[config.mk]
export PLATFORM = sky130hd
export DESIGN_NAME = sps_top
export DESIGN_NICKNAME = d
export VERILOG_FILES = /design/src/rtl/sps_pkg.sv /design/src/rtl/sps_cmd_decode.sv /design/src/rtl/sps_pulse_timer.sv /design/src/rtl/sps_prot_bank.sv /design/src/rtl/sps_top.sv
export SDC_FILE = /design/constraint.sdc
export NUM_CORES = 1
export LEC_CHECK = 0
export ABC_AREA = 1
export BUFFER_PORTS_ARGS = -buffer_cell sky130_fd_sc_hd__buf_4
export CAP_MARGIN = 0
export CORE_MARGIN = 3
export CORE_UTILIZATION = 61
export DETAILED_ROUTE_END_ITERATION = 16
export PLACE_DENSITY = 0.8
export SETUP_SLACK_MARGIN = 0.1
export SYNTH_ARGS = -nofsm -noshare
export SYNTH_HDL_FRONTEND = slang
export SYNTH_HIERARCHICAL = 1
export SYNTH_SLANG_ARGS = --single-unit
[constraint.sdc]
create_clock -name clk -period 2.4 [get_ports clk]
set_input_delay 0.24 -clock clk [delete_from_list [all_inputs] [get_ports clk]]
set_output_delay 0.24 -clock clk [all_outputs]
set_load 0.05 [all_outputs]
[src/rtl/sps_pkg.sv]
package sps_pkg;
    typedef enum logic [1:0] {
        ST_IDLE  = 2'd0,
        ST_ARMED = 2'd1,
        ST_PULSE = 2'd2
    } sps_state_e;

    localparam logic [7:0] OP_PROTECT = 8'h60;
    localparam logic [7:0] OP_VERIFY  = 8'h40;
    localparam logic [2:0] LOW_PATTERN = 3'b010;
endpackage

[src/rtl/sps_cmd_decode.sv]
module sps_cmd_decode #(
    parameter int ADDR_W  = 19,
    parameter int SEC_LSB = 12,
    parameter int SEC_W   = 7
) (
    input  logic [ADDR_W-1:0] wr_addr,
    input  logic [7:0]        wr_data,
    output logic              is_setup,
    output logic              is_protect,
    output logic              is_verify,
    output logic [SEC_W-1:0]  sector
);
    import sps_pkg::*;

    logic pat_ok;

    always_comb begin
        pat_ok     = ({wr_addr[6], wr_addr[1], wr_addr[0]} == LOW_PATTERN);
        is_setup   = (wr_data == OP_PROTECT);
        is_protect = (wr_data == OP_PROTECT) && pat_ok;
        is_verify  = (wr_data == OP_VERIFY) && pat_ok;
        sector     = wr_addr[SEC_LSB +: SEC_W];
    end
endmodule

[src/rtl/sps_pulse_timer.sv]
module sps_pulse_timer #(
    parameter int PULSE_CYCLES = 30000
) (
    input  logic clk,
    input  logic rst_n,
    input  logic start,
    input  logic abort,
    output logic active,
    output logic last
);
    localparam int CNT_W = (PULSE_CYCLES > 1) ? $clog2(PULSE_CYCLES) : 1;
    localparam logic [CNT_W-1:0] LOAD = CNT_W'(PULSE_CYCLES - 1);

    typedef struct packed {
        logic             run;
        logic [CNT_W-1:0] cnt;
    } tmr_t;

    tmr_t tmr_d, tmr_q;

    always_comb begin
        tmr_d = tmr_q;
        if (abort) begin
            tmr_d.run = 1'b0;
            tmr_d.cnt = '0;
        end else if (start) begin
            tmr_d.run = 1'b1;
            tmr_d.cnt = LOAD;
        end else if (tmr_q.run) begin
            if (tmr_q.cnt == '0) begin
                tmr_d.run = 1'b0;
            end else begin
                tmr_d.cnt = tmr_q.cnt - 1'b1;
            end
        end
    end

    always_ff @(posedge clk or negedge rst_n) begin
        if (!rst_n) begin
            tmr_q <= '0;
        end else begin
            tmr_q <= tmr_d;
        end
    end

    assign active = tmr_q.run;
    assign last   = tmr_q.run && (tmr_q.cnt == '0);
endmodule

[src/rtl/sps_prot_bank.sv]
module sps_prot_bank #(
    parameter int SEC_W = 7
) (
    input  logic             clk,
    input  logic             rst_n,
    input  logic             set_en,
    input  logic [SEC_W-1:0] set_idx,
    input  logic [SEC_W-1:0] rd_idx,
    output logic             rd_bit
);
    localparam int N_SEC = 1 << SEC_W;

    logic [N_SEC-1:0] prot_d, prot_q;

    for (genvar i = 0; i < N_SEC; i++) begin : g_bit
        always_comb begin
            prot_d[i] = prot_q[i] | (set_en && (set_idx == SEC_W'(i)));
        end

        always_ff @(posedge clk or negedge rst_n) begin
            if (!rst_n) begin
                prot_q[i] <= 1'b0;
            end else begin
                prot_q[i] <= prot_d[i];
            end
        end
    end

    assign rd_bit = prot_q[rd_idx];
endmodule

[src/rtl/sps_top.sv]
module sps_top #(
    parameter int ADDR_W       = 19,
    parameter int SEC_LSB      = 12,
    parameter int SEC_W        = 7,
    parameter int PULSE_CYCLES = 30000
) (
    input  logic              clk,
    input  logic              rst_n,
    input  logic              hv_present,
    input  logic              wr_en,
    input  logic [ADDR_W-1:0] wr_addr,
    input  logic [7:0]        wr_data,
    input  logic              rd_en,
    output logic              rd_valid,
    output logic [7:0]        rd_data,
    output logic              busy,
    output logic              pulse_req,
    output logic [SEC_W-1:0]  pulse_sector
);
    import sps_pkg::*;

    typedef struct packed {
        sps_state_e       state;
        logic [SEC_W-1:0] psel;
        logic             vpend;
        logic [SEC_W-1:0] vsel;
        logic             rvalid;
        logic             rbit;
    } seq_t;

    seq_t s_d, s_q;

    logic             dec_setup, dec_protect, dec_verify;
    logic [SEC_W-1:0] dec_sector;
    logic             tmr_start, tmr_abort, tmr_active, tmr_last;
    logic             bank_set, bank_bit;

    sps_cmd_decode #(
        .ADDR_W (ADDR_W),
        .SEC_LSB(SEC_LSB),
        .SEC_W  (SEC_W)
    ) u_dec (
        .wr_addr   (wr_addr),
        .wr_data   (wr_data),
        .is_setup  (dec_setup),
        .is_protect(dec_protect),
        .is_verify (dec_verify),
        .sector    (dec_sector)
    );

    sps_pulse_timer #(
        .PULSE_CYCLES(PULSE_CYCLES)
    ) u_tmr (
        .clk   (clk),
        .rst_n (rst_n),
        .start (tmr_start),
        .abort (tmr_abort),
        .active(tmr_active),
        .last  (tmr_last)
    );

    sps_prot_bank #(
        .SEC_W(SEC_W)
    ) u_bank (
        .clk    (clk),
        .rst_n  (rst_n),
        .set_en (bank_set),
        .set_idx(s_q.psel),
        .rd_idx (s_q.vsel),
        .rd_bit (bank_bit)
    );

    always_comb begin
        s_d       = s_q;
        tmr_start = 1'b0;
        tmr_abort = 1'b0;
        bank_set  = 1'b0;

        // Read path is answered from the state of this cycle.
        s_d.rvalid = rd_en;
        s_d.rbit   = rd_en && s_q.vpend && bank_bit;

        if (!hv_present) begin
            s_d.state = ST_IDLE;
            s_d.vpend = 1'b0;
            tmr_abort = 1'b1;
        end else begin
            unique case (s_q.state)
                ST_IDLE: begin
                    if (wr_en && dec_setup) begin
                        s_d.state = ST_ARMED;
                    end
                end
                ST_ARMED: begin
                    if (wr_en && dec_protect) begin
                        s_d.state = ST_PULSE;
                        s_d.psel  = dec_sector;
                        tmr_start = 1'b1;
                    end else if (wr_en && dec_verify) begin
                        s_d.vpend = 1'b1;
                        s_d.vsel  = dec_sector;
                    end
                end
                ST_PULSE: begin
                    if (tmr_last) begin
                        bank_set  = 1'b1;
                        s_d.state = ST_ARMED;
                    end
                end
                default: begin
                    s_d.state = ST_IDLE;
                end
            endcase
        end
    end

    always_ff @(posedge clk or negedge rst_n) begin
        if (!rst_n) begin
            s_q <= '{state: ST_IDLE, psel: '0, vpend: 1'b0, vsel: '0,
                     rvalid: 1'b0, rbit: 1'b0};
        end else begin
            s_q <= s_d;
        end
    end

    assign busy         = (s_q.state == ST_PULSE) && tmr_active;
    assign pulse_req    = busy;
    assign pulse_sector = s_q.psel;
    assign rd_valid     = s_q.rvalid;
    assign rd_data      = {7'b0, s_q.rbit};
endmodule

==> reports/metrics.cfg <==
[run_status]
status = finished clean

[timing]
slew_viol_final = 0
max-slew-margin-rel_pct = 42.2
fin_tns_setup_ps = 0
timing.final.ws_setup_ps = 276
whs_ps = 24.7
fmax_ghz = 0.471
worstMarginPinSlew_ps = 865
period_minus_slack_ps = 2120
grt_setup_unrepaired = false
setup_viol = 0
period_share_pct = 88.5
skew_ps = 8.02
hold_viol_final = 0

[global_routing]
grt_pass1_wl_um = 32100
grt_usage_pct = 28.3
antenna_found_initial = 0
grt-ovfl-total = 0
grt_pass1_vias = 6194
grt_max_degree = 59

[logic_synthesis]
syn_inst = 928
synth_most_common_cell = nand2_1
synthFlopType = dfrtp_1
synth_top_area_cell = dfrtp_1
ys_ff_latch = 163
netlist-cell-type-count = 35
yosysWarningCount = 6
ys_seq_area_share_pct = 51.0
synth_area_um2 = 7990
synth_enable_flop_cells = 0
synthTopCellsByCount = nand2_1 (282), dfrtp_1 (163), nand3_1 (137)
synthDominantCellAreaShare_pct = 51.0
syn_area_per_cell_um2 = 8.61
synthTopCellsByArea = dfrtp_1 (51%), nand2_1 (13%), o21bai_1 (12%)
async_flop_share_pct = 100

[place]
portBuffers = 33
routabilityCongestion = 0.888
hpwl_um = 12300
dp_slack_ps = 227

[power_and_ir_drop]
p_leak_uw = 0.00422
power_switching_uw = 1170
p_clk_share_pct = 48.0
intPower_uw = 4390
combPwrFrac_pct = 2.6
peakVddDrop_mv = 0.690
seqPwrFrac_pct = 49.4
p_per_area_nw_per_um2 = 625
switching_share_pct = 21.1

[worst_setup_path]
timing.critical_path.to_type = flip-flop
critPathTopFamily = simple AND/OR/NAND/NOR gates
max_stage_delay_ps = 380
cp_slowest_cell = dfrtp_1
crit_buf_inv = 3
worstPathCellList = inv_1 > ha_1 > nand2_2 > nor2_1 > nand2_1 > nor2_2 > nand2_1 > nor2_2 > buf_12 > nand3_1 > buf_4 > o21bai_1
path_class = flip-flop to flip-flop
cp_max_fo = 18
worstPathArrival_ps = 2460
reg2reg_from = u_tmr/tmr_q[0]
critPathRequiredTime_ps = 2740
startpoint = u_tmr/tmr_q[0]
rrSetupSlack_ps = 280
cp-start-kind = flip-flop

[floorplan]
rows = 41
die_h_um = 120
start_util_pct = 62.8
dieArea_um2 = 14500
num_io_pins = 50
die_w_um = 120
fp.coreArea_um2 = 12700

[layout]
antennaDiodeCount = 0
layout.nets = 980
drive_above_1_share_pct = 10.8
syn_to_final_growth_pct = 11.2

[drt]
dr.pass1.iters = 6
antenna_left = 0
via_count = 6489
drt_iter0_markers = 753
post_drt_wl_per_cell_um = 16.8
viasPerCell = 5.74
wirelength_um = 19000
drcViolationCount = 0

[clock_network]
cts_setup_buffers = 0
cts_inserted_buffers = 17
clock-sinks = 163
cts_tree = done
root_buffer = clkbuf_16
clock_latency_ps = 430
htreeDepth = 4
cts_buffer_depth = 2
clk_pin_slew_worst_paths_ps = 60

[hold_path]
hp-start = wr_addr[12]
worstHoldPathType = input port to flip-flop

[run]
maxCapViolations = 0

## placed cells by master (no fill, tap or decap), types with 2 or more instances in the layout
cell and count:
buf_12 5, o21ai_0 2, clkinv_1 2, conb_1 7, a21oi_1 2, o21ai_1 5, nor2_2 8, clkbuf_16 17
o21bai_1 129, xor2_1 2, nand3_1 137, o21ai_2 2, bufinv_16 2, clkbuf_8 3, nor2_1 49, dfrtp_1 162
dlygate4sd3_1 2, inv_1 54, clkinv_2 3, nand2_1 282, clkbuf_1 2, nand4_1 11, buf_4 46, xnor2_1 3
clkinvlp_4 4, nand3_4 2
## stage by stage
step	instances	util [%]	instance area [µm²]	power (µW)
2_1_floorplan	934	-	8020	2870
3_3_place_gp	1098	65.1	8280	2940
3_5_place_dp	1098	65.1	8280	2940
4_1_cts	1131	69.8	8880	5590
5_1_grt	1131	69.9	8890	5750
6_report	1131	69.9	8890	5560
## cell families after synthesis
family	after synthesis	share of synthesized area, %
DFF	163	51.0
AOI/OAI and AO/OA	142	13.3
adders and majority gates	1	0.156
and+or+nand+nor	497	26.9
other	1	0.0469
buffers and inverters	119	8.01
xor gates and xnor gates	5	0.548
## final cells by class
cell class	count	area [µm²]
sequential	163	4080
fill	1000	3830
multi-input combinational	652	3310
timing repair buffer	54	477
clock buffer	22	474
inverter	59	229
tap	172	215
clock inverter	9	105
## layer usage
metal | up-vias | global-route usage (%) | part of all wire [%]
li1 | 3047 | - | -
met2 | 284 | 40.8 | 44
met5 | - | 0 | 0
met1 | 3122 | 42.5 | 46
met4 | 0 | 7.93 | 1.9
met3 | 36 | 7.58 | 7.3
## worst register-to-register path, stage by stage (launching register included)
cell      delay [ps]
dfrtp_1          380
inv_1            100
ha_1             200
nand2_2          130
nor2_1           140
nand2_1          110
nor2_2           130
nand2_1           80
nor2_2           130
buf_12           160
nand3_1           80
buf_4            210
o21bai_1         200
## path summary, 6_finish.rpt
kind,to,depth (start not counted)
max,u_bank/prot_q[1],12
min,pulse_sector[0],3
max reg2reg,u_bank/prot_q[1],12
min reg2reg,u_bank/prot_q[42],1
max in group asynchronous,u_bank/prot_q[14],3
min in group asynchronous,u_bank/prot_q[50],2
## flip-flops by register name, summed over array words and instances (netlist names)
name / cells
s_q: 10
rd_valid: 1
u_tmr/active: 1
pulse_sector: 7
rd_data: 1
u_tmr/tmr_q: 15
u_bank/prot_q: 128
## repair_timing
item	4_1_cts	5_1_grt
resized for setup	0	4
hold endpoints to repair	50	0
hold buffers	2	0
setup endpoints to repair	0	119
## power by group through the flow
stage,Combinational (µW),Clock (µW),Sequential [µW]
5_1_grt,161,2840,2750
6_report,143,2670,2750
3_3_place_gp,141,0,2800
3_5_place_dp,143,0,2800
4_1_cts,147,2690,2750
2_1_floorplan,62.9,0,2800
Power figures use the tool's default switching activity.
